===== src/rtl/sdinit_pkg.sv =====
package sdinit_pkg;

   typedef enum logic [2:0] {
      ST_SETTLE,
      ST_PRE,
      ST_REF,
      ST_MRS,
      ST_GAP,
      ST_DONE
   } seq_state_t;

   typedef struct packed {
      logic cs_n;
      logic ras_n;
      logic cas_n;
      logic we_n;
   } cmd_pins_t;

   localparam cmd_pins_t PINS_NOP = cmd_pins_t'(4'b0111);
   localparam cmd_pins_t PINS_PRE = cmd_pins_t'(4'b0010);
   localparam cmd_pins_t PINS_REF = cmd_pins_t'(4'b0001);
   localparam cmd_pins_t PINS_MRS = cmd_pins_t'(4'b0000);

   // Fixed completion time of a mode-register write, in cycles.
   localparam int MODE_WR_CYC = 2;

   function automatic cmd_pins_t pins_for(seq_state_t s);
      case (s)
         ST_PRE:  return PINS_PRE;
         ST_REF:  return PINS_REF;
         ST_MRS:  return PINS_MRS;
         default: return PINS_NOP;
      endcase
   endfunction

   function automatic int max3(int a, int b, int c);
      int m;
      m = a;
      if (b > m) m = b;
      if (c > m) m = c;
      return m;
   endfunction

   function automatic int bits_for(int v);
      return (v < 2) ? 1 : $clog2(v + 1);
   endfunction

endpackage


===== src/rtl/sdinit_timer.sv =====
module sdinit_timer #(
   parameter int CNT_W   = 8,
   parameter int RST_VAL = 0
) (
   input  logic             clk,
   input  logic             rst_n,
   input  logic             load,
   input  logic [CNT_W-1:0] load_val,
   output logic             expired
);

   if (RST_VAL < 0 || RST_VAL >= (2 ** CNT_W)) begin : g_bad_rst
      $error("sdinit_timer: reset value does not fit the counter width");
   end

   logic [CNT_W-1:0] cnt_q;

   always_ff @(posedge clk or negedge rst_n) begin
      if (!rst_n) begin
         cnt_q <= CNT_W'(RST_VAL);
      end else if (load) begin
         cnt_q <= load_val;
      end else if (cnt_q != '0) begin
         cnt_q <= cnt_q - CNT_W'(1);
      end
   end

   assign expired = (cnt_q == '0);

   // an unloaded, running count steps down by exactly one
   a_r7_timer_steps: assert property (@(posedge clk) disable iff (!rst_n)
      (!load && cnt_q != '0) |=> (cnt_q == $past(cnt_q) - CNT_W'(1)));

endmodule


===== src/rtl/sdinit_modeword.sv =====
module sdinit_modeword #(
   parameter int ADDR_W = 12,
   parameter int BANK_W = 2
) (
   input  logic [2:0]        burst_len,
   input  logic              burst_interleave,
   input  logic [2:0]        cas_latency,
   input  logic              write_single,
   output logic [ADDR_W-1:0] word,
   output logic [BANK_W-1:0] bank_word
);

   localparam int BL_LSB = 0;
   localparam int BT_BIT = 3;
   localparam int CL_LSB = 4;
   localparam int WB_BIT = 9;

   if (ADDR_W < 11) begin : g_bad_addr
      $error("sdinit_modeword: address must reach bit 10");
   end

   for (genvar i = 0; i < ADDR_W; i++) begin : g_bit
      if (i >= BL_LSB && i < BL_LSB + 3) begin : g_bl
         assign word[i] = burst_len[i - BL_LSB];
      end else if (i == BT_BIT) begin : g_bt
         assign word[i] = burst_interleave;
      end else if (i >= CL_LSB && i < CL_LSB + 3) begin : g_cl
         assign word[i] = cas_latency[i - CL_LSB];
      end else if (i == WB_BIT) begin : g_wb
         assign word[i] = write_single;
      end else begin : g_rsv
         assign word[i] = 1'b0;
      end
   end

   assign bank_word = '0;

endmodule


===== src/rtl/sdinit_ctrl.sv =====
module sdinit_ctrl
   import sdinit_pkg::*;
#(
   parameter int CLK_PERIOD_PS = 10000,
   parameter int SETTLE_US     = 200,
   parameter int TRP_CYC       = 3,
   parameter int TRC_CYC       = 8,
   parameter int REF_COUNT     = 2,
   parameter bit MRS_FIRST     = 1'b0,
   parameter int ADDR_W        = 12,
   parameter int BANK_W        = 2
) (
   input  logic              clk,
   input  logic              rst_n,
   input  logic [ADDR_W-1:0] mode_word,
   input  logic [BANK_W-1:0] mode_bank,
   output cmd_pins_t         cmd_o,
   output logic [ADDR_W-1:0] addr_o,
   output logic [BANK_W-1:0] bank_o,
   output logic              done_o
);

   localparam longint SETTLE_PS  = longint'(SETTLE_US) * 64'd1000000;
   localparam int     SETTLE_CYC = int'((SETTLE_PS + longint'(CLK_PERIOD_PS) - 1)
                                        / longint'(CLK_PERIOD_PS));
   localparam int     CNT_MAX    = max3(SETTLE_CYC - 1, TRP_CYC - 2, TRC_CYC - 2);
   localparam int     CNT_W      = bits_for(CNT_MAX);
   localparam int     REF_W      = bits_for(REF_COUNT);
   localparam int     AP_BIT     = 10;
   localparam logic [ADDR_W-1:0] AP_MASK = ADDR_W'(1) << AP_BIT;

   if (CLK_PERIOD_PS < 1)     begin : g_bad_clk  $error("clock period must be positive");      end
   if (SETTLE_CYC < 1)        begin : g_bad_set  $error("settle time must be at least a cycle"); end
   if (TRP_CYC < 2)           begin : g_bad_trp  $error("precharge gap must be >= 2");         end
   if (TRC_CYC < 2)           begin : g_bad_trc  $error("refresh gap must be >= 2");           end
   if (REF_COUNT < 2)         begin : g_bad_ref  $error("at least two refreshes required");    end
   if (ADDR_W < AP_BIT + 1)   begin : g_bad_aw   $error("address too narrow for all-bank bit"); end

   seq_state_t       state_q, state_d;
   logic [REF_W-1:0] refs_left_q;
   logic             mrs_done_q;
   logic             gap_load;
   logic [CNT_W-1:0] gap_val;
   logic             gap_expired;
   logic             pick_mrs;

   // Gap length loaded when leaving an issue state (length minus two:
   // one cycle is the command itself, one is the expiry cycle).
   always_comb begin
      gap_load = (state_q == ST_PRE) || (state_q == ST_REF) || (state_q == ST_MRS);
      case (state_q)
         ST_PRE:  gap_val = CNT_W'(TRP_CYC - 2);
         ST_REF:  gap_val = CNT_W'(TRC_CYC - 2);
         default: gap_val = CNT_W'(MODE_WR_CYC - 2);
      endcase
   end

   sdinit_timer #(
      .CNT_W   (CNT_W),
      .RST_VAL (SETTLE_CYC - 1)
   ) u_timer (
      .clk      (clk),
      .rst_n    (rst_n),
      .load     (gap_load),
      .load_val (gap_val),
      .expired  (gap_expired)
   );

   if (MRS_FIRST) begin : g_mode_first
      assign pick_mrs = !mrs_done_q;
   end else begin : g_mode_last
      assign pick_mrs = !mrs_done_q && (refs_left_q == '0);
   end

   always_comb begin
      state_d = state_q;
      case (state_q)
         ST_SETTLE: if (gap_expired) state_d = ST_PRE;
         ST_PRE,
         ST_REF,
         ST_MRS:    state_d = ST_GAP;
         ST_GAP: begin
            if (gap_expired) begin
               if (pick_mrs)                 state_d = ST_MRS;
               else if (refs_left_q != '0)   state_d = ST_REF;
               else                          state_d = ST_DONE;
            end
         end
         ST_DONE:   state_d = ST_DONE;
         default:   state_d = ST_SETTLE;
      endcase
   end

   always_ff @(posedge clk or negedge rst_n) begin
      if (!rst_n) begin
         state_q     <= ST_SETTLE;
         refs_left_q <= REF_W'(REF_COUNT);
         mrs_done_q  <= 1'b0;
      end else begin
         state_q <= state_d;
         if (state_q == ST_REF) refs_left_q <= refs_left_q - REF_W'(1);
         if (state_q == ST_MRS) mrs_done_q  <= 1'b1;
      end
   end

   // Output registers follow the next state, so pins change on the same
   // edge as the state.
   always_ff @(posedge clk or negedge rst_n) begin
      if (!rst_n) begin
         cmd_o  <= PINS_NOP;
         addr_o <= '0;
         bank_o <= '0;
         done_o <= 1'b0;
      end else begin
         cmd_o  <= pins_for(state_d);
         done_o <= (state_d == ST_DONE);
         case (state_d)
            ST_PRE: begin
               addr_o <= AP_MASK;
               bank_o <= '0;
            end
            ST_MRS: begin
               addr_o <= mode_word;
               bank_o <= mode_bank;
            end
            default: begin
               addr_o <= '0;
               bank_o <= '0;
            end
         endcase
      end
   end

   // Checker state: refreshes seen on the command outputs
   logic [REF_W:0] refs_seen_q;
   always_ff @(posedge clk or negedge rst_n) begin
      if (!rst_n)                  refs_seen_q <= '0;
      else if (cmd_o == PINS_REF)  refs_seen_q <= refs_seen_q + (REF_W+1)'(1);
   end

   // completion is sticky until reset
   a_r8_done_sticky: assert property (@(posedge clk) disable iff (!rst_n)
      done_o |=> done_o);

   // nothing but no-operation once complete
   a_r8_quiet_after_done: assert property (@(posedge clk) disable iff (!rst_n)
      done_o |-> (cmd_o == PINS_NOP));

   // a mode write is followed by a no-operation cycle
   a_r6_mode_write_gap: assert property (@(posedge clk) disable iff (!rst_n)
      (cmd_o == PINS_MRS) |=> (cmd_o == PINS_NOP));

   // precharge carries the all-bank flag and nothing else
   a_r2_precharge_all: assert property (@(posedge clk) disable iff (!rst_n)
      (cmd_o == PINS_PRE) |-> (addr_o == AP_MASK && bank_o == '0));

   // exactly the configured number of refreshes before completion
   a_r3_refresh_total: assert property (@(posedge clk) disable iff (!rst_n)
      $rose(done_o) |-> (refs_seen_q == (REF_W+1)'(REF_COUNT)));

endmodule


===== src/rtl/sdram_boot_seq.sv =====
module sdram_boot_seq
   import sdinit_pkg::*;
#(
   parameter int CLK_PERIOD_PS = 10000,
   parameter int SETTLE_US     = 200,
   parameter int TRP_CYC       = 3,
   parameter int TRC_CYC       = 8,
   parameter int REF_COUNT     = 2,
   parameter bit MRS_FIRST     = 1'b0,
   parameter int ADDR_W        = 12,
   parameter int BANK_W        = 2
) (
   input  logic              clk,
   input  logic              rst_n,
   input  logic [2:0]        cfg_burst_len,
   input  logic              cfg_burst_interleave,
   input  logic [2:0]        cfg_cas_latency,
   input  logic              cfg_write_single,
   output logic              sd_cs_n,
   output logic              sd_ras_n,
   output logic              sd_cas_n,
   output logic              sd_we_n,
   output logic [ADDR_W-1:0] sd_addr,
   output logic [BANK_W-1:0] sd_bank,
   output logic              sd_cke,
   output logic              sd_dqm,
   output logic              init_done
);

   localparam logic [ADDR_W-1:0] RSV_MASK = ~(ADDR_W'(12'h27F));

   logic [ADDR_W-1:0] mode_word;
   logic [BANK_W-1:0] mode_bank;
   cmd_pins_t         cmd;

   sdinit_modeword #(
      .ADDR_W (ADDR_W),
      .BANK_W (BANK_W)
   ) u_word (
      .burst_len        (cfg_burst_len),
      .burst_interleave (cfg_burst_interleave),
      .cas_latency      (cfg_cas_latency),
      .write_single     (cfg_write_single),
      .word             (mode_word),
      .bank_word        (mode_bank)
   );

   sdinit_ctrl #(
      .CLK_PERIOD_PS (CLK_PERIOD_PS),
      .SETTLE_US     (SETTLE_US),
      .TRP_CYC       (TRP_CYC),
      .TRC_CYC       (TRC_CYC),
      .REF_COUNT     (REF_COUNT),
      .MRS_FIRST     (MRS_FIRST),
      .ADDR_W        (ADDR_W),
      .BANK_W        (BANK_W)
   ) u_ctrl (
      .clk       (clk),
      .rst_n     (rst_n),
      .mode_word (mode_word),
      .mode_bank (mode_bank),
      .cmd_o     (cmd),
      .addr_o    (sd_addr),
      .bank_o    (sd_bank),
      .done_o    (init_done)
   );

   assign sd_cs_n  = cmd.cs_n;
   assign sd_ras_n = cmd.ras_n;
   assign sd_cas_n = cmd.cas_n;
   assign sd_we_n  = cmd.we_n;
   assign sd_cke   = 1'b1;
   assign sd_dqm   = 1'b1;

   // reserved mode bits and bank bits are low during a mode write
   a_r5_reserved_low: assert property (@(posedge clk) disable iff (!rst_n)
      (!sd_cs_n && !sd_ras_n && !sd_cas_n && !sd_we_n)
         |-> ((sd_addr & RSV_MASK) == '0 && sd_bank == '0));

   // mode fields match the configuration inputs sampled at issue
   a_r5_fields_match: assert property (@(posedge clk) disable iff (!rst_n)
      (!sd_cs_n && !sd_ras_n && !sd_cas_n && !sd_we_n)
         |-> (sd_addr[2:0] == $past(cfg_burst_len) && sd_addr[6:4] == $past(cfg_cas_latency)));

endmodule


===== config.mk =====
export PLATFORM = sky130hd
export DESIGN_NAME = sdram_boot_seq
export DESIGN_NICKNAME = d
export VERILOG_FILES = /design/src/rtl/sdinit_pkg.sv /design/src/rtl/sdinit_timer.sv /design/src/rtl/sdinit_modeword.sv /design/src/rtl/sdinit_ctrl.sv /design/src/rtl/sdram_boot_seq.sv
export SDC_FILE = /design/constraint.sdc
export NUM_CORES = 1
export LEC_CHECK = 0
export BUFFER_PORTS_ARGS = -buffer_cell sky130_fd_sc_hd__buf_2
export CORE_MARGIN = 8
export CORE_UTILIZATION = 40
export CTS_CLUSTER_SIZE = 8
export DETAILED_ROUTE_END_ITERATION = 10
export HOLD_SLACK_MARGIN = 0.03
export SLEW_MARGIN = 20
export SYNTH_ARGS = -nofsm -noshare
export SYNTH_HDL_FRONTEND = slang
export SYNTH_HIERARCHICAL = 1
export SYNTH_SLANG_ARGS = --single-unit

===== constraint.sdc =====
create_clock -name clk -period 5.9 [get_ports clk]
set_input_delay 0.59 -clock clk [delete_from_list [all_inputs] [get_ports clk]]
set_output_delay 0.59 -clock clk [all_outputs]
set_load 0.01 [all_outputs]

After elaboration in Yosys (flattened, before gate mapping)

Index checks and enable logic that the tools add are counted.

Register bits: 36

Mux-type cells: 10
Reduce and logical (&&, ||, !) cells: 11
Equal/unequal tests: 9
Add/subtract/negate cells: 2

Operators by type and width:

| cell                                                                 | number |
|---|---|
| 15-bit two-way mux                                                   | 2 |
| 11-bit case mux with 2 select lines                                  | 1 |
| 15-bit logical NOT                                                   | 1 |
| 15-bit nonzero test                                                  | 1 |
| 15-bit by 1-bit subtractor with 15-bit output, second input constant | 1 |
| 3-bit by 2-bit == test with 1-bit output, second input constant      | 4 |
| 3-bit two-way mux                                                    | 4 |
| 3-bit case mux with 4 select lines                                   | 1 |
| 3-bit == test, second input constant                                 | 3 |
| 3-bit case mux with 3 select lines                                   | 1 |
| 3-bit by 1-bit == test with 1-bit output, second input constant      | 2 |
| 3-bit case mux with 2 select lines                                   | 1 |
| 2-bit nonzero test                                                   | 2 |
| 3-bit logical NOT                                                    | 1 |
| 3-bit OR reduction                                                   | 1 |
| 2-bit logical NOT                                                    | 1 |
| 1-bit logical OR                                                     | 2 |
| 2-bit by 1-bit subtractor with 2-bit output, second input constant   | 1 |
| 1-bit logical AND                                                    | 1 |
| 1-bit logical NOT                                                    | 1 |

Longest topological paths before layout

Gate-level depths: netlist of the first run.

Depth in word-level cells: 7
Mapped depth: 7
Gate-level depth less buffers: 6

Modules after synthesis

Netlist of the first run, hierarchy kept.

Modules (own cells, without submodules):

| module          | area each (um^2) | cells each | instances | seq. area each (um^2) |
|---|---|---|---|---|
| sdinit_ctrl     | 1018.5           | 83         | 1         | 605.6 |
| sdinit_timer    | 840.8            | 79         | 1         | 386.6 |
| sdinit_modeword | 108.9            | 15         | 1         | 0.0 |
| sdram_boot_seq  | 18.8             | 3          | 1         | 0.0 |

Least setup slack after synthesis of the first run

OpenSTA, ideal clock, no wires.

Path kind: register to register
Start point: register u_ctrl.u_timer.cnt_q[0]
End point: register u_ctrl.addr_o[1]
Arrival: 2415 ps
Required time: 5820 ps
Path buffers: 1
Period minus slack after synthesis: 2496 ps
Slack: 3404 ps
Stages on the path, launching flop included: 8
Cell sequence: dfstp_2 inv_1 ha_1 or4b_1 nor4b_4 nand3_1 buf_2 nor3_2

Word-level cells in the longest chain between the ends: 5
Elaborated cells between the ends (all ways): 7
Classes of those cells: eq/ne (2); mux (4); reduce/logical (1)

Ends and longest elaborated chain:

| item                                                                                                        | RTL line                             | text |
|---|---|---|
| start, declared                                                                                             | sdinit_timer.sv:16                   | `logic [CNT_W-1:0] cnt_q;` |
| start signal, assigned                                                                                      | sdinit_timer.sv:20                   | `cnt_q <= CNT_W'(RST_VAL);` |
| start signal, assigned                                                                                      | sdinit_timer.sv:22                   | `cnt_q <= load_val;` |
| start signal, assigned                                                                                      | sdinit_timer.sv:24                   | `cnt_q <= cnt_q - CNT_W'(1);` |
| 15-bit logical NOT *                                                                                        | sdinit_timer.sv:28                   | `assign expired = (cnt_q == '0);` |
| net u_ctrl.gap_expired                                                                                      | sdinit_ctrl.sv:44                    | `logic gap_expired;` |
| 3-bit two-way mux (on tied branches)                                                                        | sdinit_ctrl.sv:83, sdinit_ctrl.sv:78 |  |
| 3-bit case mux with 4 select lines *                                                                        | sdinit_ctrl.sv:77                    | `case (state_q)` |
| 3-bit by 2-bit == test with 1-bit output / 3-bit by 1-bit == test with 1-bit output (equally long branches) | n/a                                  |  |
| 11-bit case mux with 2 select lines *                                                                       | sdinit_ctrl.sv:117                   | `case (state_d)` |
| end signal, assigned                                                                                        | sdinit_ctrl.sv:123                   | `addr_o <= mode_word;` |
| end, declared                                                                                               | sdinit_ctrl.sv:18                    | `output logic [ADDR_W-1:0] addr_o,` |

Mark *: on every way through the listed nets, which the timed path passes. The rest lies on a longest branch.
A chain may end at the register's enable or synchronous reset.

Final worst setup path of the first run

Start point: register u_ctrl.u_timer.cnt_q[0]
End point: register u_ctrl.addr_o[0]

Same word-level chain as after synthesis.

==> impl_results.md, run 1 <==
- Status: complete, no violations
- Post-CTS sizing: 0
- FFs w/ async S/R, synth: 1.00
- Area grow syn2layout: 12.2%
- GRT Overall Usage: 0.108
- Max transition margin: 0.442
- Syn avg cell area: 11.0 µm²
- EDFF count, synth: 0
- Inst Count DP: 269
- Worst path cell trace: inv_1 -> ha_1 -> or4b_1 -> nor4b_4 -> nand3_1 -> nor3_1
- Root buffer cell: clkbuf_8
- Compound-Gate Fraction of Synth Area: 0.104
- Final setup fails: 0
- Critical Path Sink Type: register
- Drt first pass iters: 4
- Core Footprint: 4750 µm²
- Post-Synth Simple-Gate Area: 0.190
- Share of cells above drive strength 1: 0.319
- GP Congestion: 0.748
- Adder-Cell Fraction of Synth Area: 0.0189
- Yosys top cell area share: 0.327
- Slew Limit Fails: 0
- Area of the mapped netlist: 1990 µm²
- Synth Area in XOR/XNOR: 0.0485
- Fin Clk Skew: 7.25 ps
- Seq cells post-synth: 39
- Avg WL per Cell: 12.4 µm
- Die area: 7480 µm²
- Layout Nets: 222
- # H-tree levels: 2
- Max IR drop VDD: 0.000133 V
- Crit-path slowest cell: nor4b_4
- Post-synthesis mux area share: 0.0107
- Vias: 1231
- Worst-Margin Slew: 837 ps
- Ant diodes: 0
- Clk Latency, worst-skew pair: approximately 280 ps
- Pwr Density: 227 nW/µm²
- CP bufs+invs: 1
- Initial antenna violation count: 0
- Max Cap Viol: 0
- Crit-path max cell delay: 780 ps
- Antenna Nets Post-Route: 0
- Count of mapped cells out of synthesis: 180
- CP Class: reg2reg
- Min-delay worst type: in2async
- Crit share post-route: 0.537
- Worst EP arrival: approximately 3400 ps
- Starting Density: 0.418
- Total Wirelength: 3440 µm
- Global-route wire length before repair: 6590 µm
- Ys flop type: dfrtp_1
- Post-route DRC: 0
- Clock sink total: 39
- Fin cells: 277
- CTS Hold Buffers Added: 0
- Synth top area cells: dfrtp_1 33%, dfstp_2 17%, buf_4 7.2%, nor3_2 5.0%, inv_1 3.8%
- Yosys warning count: 6
- Clk buf depth: 2
- CTS tree: done
- Main combinational cell family by area after synthesis: simple AND/OR/NAND/NOR gates
- Number of setup buffers added after CTS: 0
- Vias per inst: 4.44
- Post-synth cell types: 47
- Crit path launch type: register
- Tmin final: 3170 ps
- Largest net degree at the start of global routing: 40
- Peak Freq: between 0.3 and 0.4 GHz
- CTS Buf Count: 5
- Die width: a little under 90 µm
- Largest area contributor in the netlist: dfrtp_1
- GRT overflow: 0
- Reg clk slew, reported paths: ~70 ps
- Final Hold Viols: 0
- Unrepaired setup endpoints after global routing: false
- Crit path max-delay family: simple AND/OR/NAND/NOR gates
- Number of global-route vias before repair: 1330
- Input/output buffers: 27
- Num ports: 31
- HPWL Detailed: approximately 2400 µm
- CP Data Required Time: 6080 ps
- Pleak: approximately 1.0 nW
- Rows: 25
- Critical Path Fanout Max: 15
- Post-synthesis sequential area ratio: 0.499
- Starting DRT DRC Count: 86
- Die span in y: 86.5 µm
- Setup TNS: 0 ps
## through the flow
| stage | instance area [µm²] | power (mW) | utilization | setup WS [ps] | hold slack (ps) |
|---|---|---|---|---|---|
| global route | 2230 | 0.531 | 0.469 | 2350 | 489 |
| CTS | 2230 | 0.516 | 0.469 | 2710 | 444 |
| finish | 2230 | 0.506 | 0.469 | 2730 | 402 |
| detailed placement | 2110 | 0.285 | 0.444 | 2700 | 472 |
| floorplan | 2050 | 0.285 | - | 3400 | 294 |
| global placement | 2110 | 0.285 | 0.444 | 2790 | 451 |
## registers in the layout, indices dropped and copies added, names as in the netlist
name	flops
u_ctrl/u_timer/cnt_q	15
u_ctrl/addr_o	12
u_ctrl/cmd_o	3
u_ctrl/state_q	3
u_ctrl/bank_o	2
u_ctrl/refs_left_q	2
u_ctrl/done_o	1
u_ctrl/mrs_done_q	1
## placed cells by master (no fill, tap or decap), drive strengths merged, types with 2 or more instances in the layout
cell type	netlist	layout
dfrtp	26	26
nand3	3	3
conb	3	21
nor2	6	6
dfstp	13	13
nor3	18	18
o21ai	4	4
clkbuf	3	6
xor2	8	8
nor3b	3	3
inv	20	20
o31ai	4	4
xnor2	3	3
or3	2	2
buf	21	28
a22o	8	8
ha	3	3
nand2	7	7
a21o	2	2
or4	4	4
## synth_stat cells, drive strengths merged, types with 2 or more instances
cell / count
dfstp: 13
a21o: 2
buf: 21
conb: 3
nor3: 18
inv: 20
nor2: 6
ha: 3
a22o: 8
nor3b: 3
xnor2: 3
nand2: 7
o31ai: 4
or4: 4
nand3: 3
xor2: 8
o21ai: 4
dfrtp: 26
or3: 2
clkbuf: 3
## path summary, 6_finish.rpt
path / start / end / slack (ps) / depth (start not counted)
max: u_ctrl/u_timer/cnt_q[0] / u_ctrl/addr_o[0] / 2730 / 6
min: rst_n / u_ctrl/u_timer/cnt_q[5] / 400 / 1
max reg2reg: u_ctrl/u_timer/cnt_q[0] / u_ctrl/addr_o[0] / 2730 / 6
min reg2reg: u_ctrl/mrs_done_q / u_ctrl/mrs_done_q / 480 / 1
max in group asynchronous: rst_n / u_ctrl/u_timer/cnt_q[6] / 4960 / 1
min in group clk: u_ctrl/mrs_done_q / u_ctrl/mrs_done_q / 480 / 1
## kinds of logic (layout without fill, tap and decap cells)
| group | Yosys count | after routing |
|---|---|---|
| and+or+nand+nor | 51 | 51 |
| buffers and inverters | 44 | 56 |
| DFF | 39 | 39 |
| AOI/OAI and AO/OA | 27 | 27 |
| xor gates and xnor gates | 11 | 11 |
| adders and majority gates | 3 | 3 |
| other | 3 | 21 |
| muxes | 2 | 2 |
## per-layer routing
layer	GRT usage	vias to the layer above	part of all wire
met4	0.0329	0	0.0035
met1	0.143	572	0.48
met5	0	-	0
met2	0.164	20	0.46
met3	0.0350	2	0.055
li1	-	637	-
## where the power goes
group          internal, mW  switching (mW)  total, mW
Clock                 0.137          0.0896      0.226
Sequential            0.268               0      0.268
Combinational       0.00283         0.00962     0.0125
## worst reg2reg max path: stages, from the launching register on
cell     delay, ps
dfstp_2        370
inv_1           80
ha_1           190
or4b_1         560
nor4b_4        780
nand3_1        730
nor3_1         360
## area by class of cell
type	instances	area, µm²
clock buffers	6	82.6
clock inverters	2	35.0
fillers	476	2530
inverters	20	75.1
multi-input cells	115	817
flip-flops and latches	39	992
well taps	67	83.8
repair buffers	28	143
(Power assumes the default switching activity.)
==> run 2, diff against run 1 <==
clock period = 3.05 ns   (was 5.9 ns; I/O delays follow)
==> impl_results.md, run 2 (synthesis results as in run 1) <==
- Status: complete, no violations
- Tmin final: 2490 ps
- Crit-path max cell delay: 560 ps
- Fin cells: 279
- Core Footprint: 4750 µm²
- Worst R2R Setup Slack: 560 ps
- GRT Overall Usage: 0.106
- Layout Nets: 224
- Pwr Density: 401 nW/µm²
- CP bufs+invs: 1
- Fin Clk Skew: 6.02 ps
- Share of cells above drive strength 1: 0.325
- Starting DRT DRC Count: 39
- Largest net degree at the start of global routing: 40
- Root buffer cell: clkbuf_8
- CTS Hold Buffers Added: 0
- Vias: 1276
- Max Cap Viol: 0
- Crit path launch type: register
- Slew Limit Fails: 0
- CP Class: reg2reg
- Die span in y: around 86 µm
- Critical Path Sink Type: register
- Met1 usage: 0.125
- Critical Path Fanout Max: 14
- Antenna Nets Post-Route: 0
- Unrepaired setup endpoints after global routing: false
- Setup TNS: 0 ps
- Placed Area: 2130 µm²
- Peak Freq: between 0.4 and 0.5 GHz
- Biggest regs: u_ctrl/u_timer/cnt_q x15, u_ctrl/addr_o x12
- Most frequent cells in the layout: 27 x buf_2, 26 x dfrtp_1, 21 x conb_1
- Number of setup buffers added after CTS: 0
- Worst path cell trace: inv_1 -> ha_1 -> or4b_1 -> nor4b_4 -> nand3_2 -> nor3_1
- Max reg flops: 15
- Die width: slightly below 90 µm
- HPWL Detailed: about 2500 µm
- Drt first pass iters: 5
- Worst-Margin Slew: 846 ps
- Global-route wire length before repair: between 6000 and 7000 µm
- Total Wirelength: 3460 µm
- Ant diodes: 0
- Input/output buffers: 27
- Busiest grt layer: met2
- Post-route DRC: 0
- CTS tree: done
- # H-tree levels: 2
- Worst EP arrival: 2700 ps
- Commonest non-fill, non-tap cell in the layout: buf_2
- Number of global-route vias before repair: 1348
- Util after Layout: 0.466
- GP Congestion: ~0.74
- Max IR drop VDD: 0.000222 V
- Starting Density: 0.418
- Min-delay worst type: in2async
- Largest reg by FF count: u_ctrl/u_timer/cnt_q
- Post-CTS sizing: 0
- GRT overflow: 0
- Crit share post-route: 0.817
- Pleak: 1.02 nW
- Reg clk slew, reported paths: 80 ps
- Num ports: 31
- Fraction of met2 tracks used by global routing: 0.168
- Area grow syn2layout: 11.5%
- Initial antenna violation count: 0
- Vias per inst: 4.57
- Crit path max-delay family: simple AND/OR/NAND/NOR gates
- CTS Buf Count: 5
- Final Hold Viols: 0
- Met3 usage: 0.0350
- Max transition margin: 0.436
- Final setup fails: 0
- Clk Latency, worst-skew pair: 290 ps
- Rows: 25
- Clk buf depth: 2
- Avg WL per Cell: ~12 µm
- Inst Count DP: 271
- Crit-path slowest cell: or4b_1
- Design area: roughly 2200 µm²
- Die area: 7480 µm²
- CP Data Required Time: about 3300 ps
- Clock sink total: 39
[run 2: cell types whose count changed in the layout (fill, tap and decap cells not counted), sizes merged]
cell / delta
buf: +2
clkinvlp: +2
bufinv: -1
clkbuf: -1
[run 2: worst paths after layout]
check | startpoint | end | cells past startpoint
worst max-delay path | u_ctrl/u_timer/cnt_q[0] | u_ctrl/addr_o[0] | 6
worst min-delay path | rst_n | u_ctrl/u_timer/cnt_q[5] | 1
worst max register to register | u_ctrl/u_timer/cnt_q[0] | u_ctrl/addr_o[0] | 6
worst min register to register | u_ctrl/mrs_done_q | u_ctrl/mrs_done_q | 1
max in group asynchronous | rst_n | u_ctrl/u_timer/cnt_q[12] | 1
min in group clk | cfg_burst_len[0] | u_ctrl/addr_o[0] | 3
[run 2: metal layers]
metal,vias up,routed length (µm)
li1,639,-
met1,612,1550
met2,20,1690
met3,5,174
met4,0,43
met5,-,0
[run 2: cell type report]
class | instances | area (µm²)
fillers | 498 | 2540
flip-flops and latches | 39 | 992
multi-input cells | 115 | 817
repair buffers | 30 | 158
well taps | 67 | 83.8
inverters | 20 | 75.1
clock buffers | 5 | 68.8
clock inverters | 3 | 20.0
[run 2: report_power, final]
group / switching, mW / internal (mW) / total [mW]
clock: 0.188 / 0.159 / 0.347
sequential: 0 / 0.518 / 0.518
combinational: 0.0183 / 0.00545 / 0.0237
total: 0.207 / 0.682 / 0.889
[run 2: metrics by stage]
step,setup slack [ps],power [mW],hold slack (ps)
2_1_floorplan,554,0.551,9.41
3_3_place_gp,607,0.551,452
3_5_place_dp,559,0.551,470
4_1_cts,531,0.904,144
5_1_grt,301,0.924,188
6_report,558,0.889,108
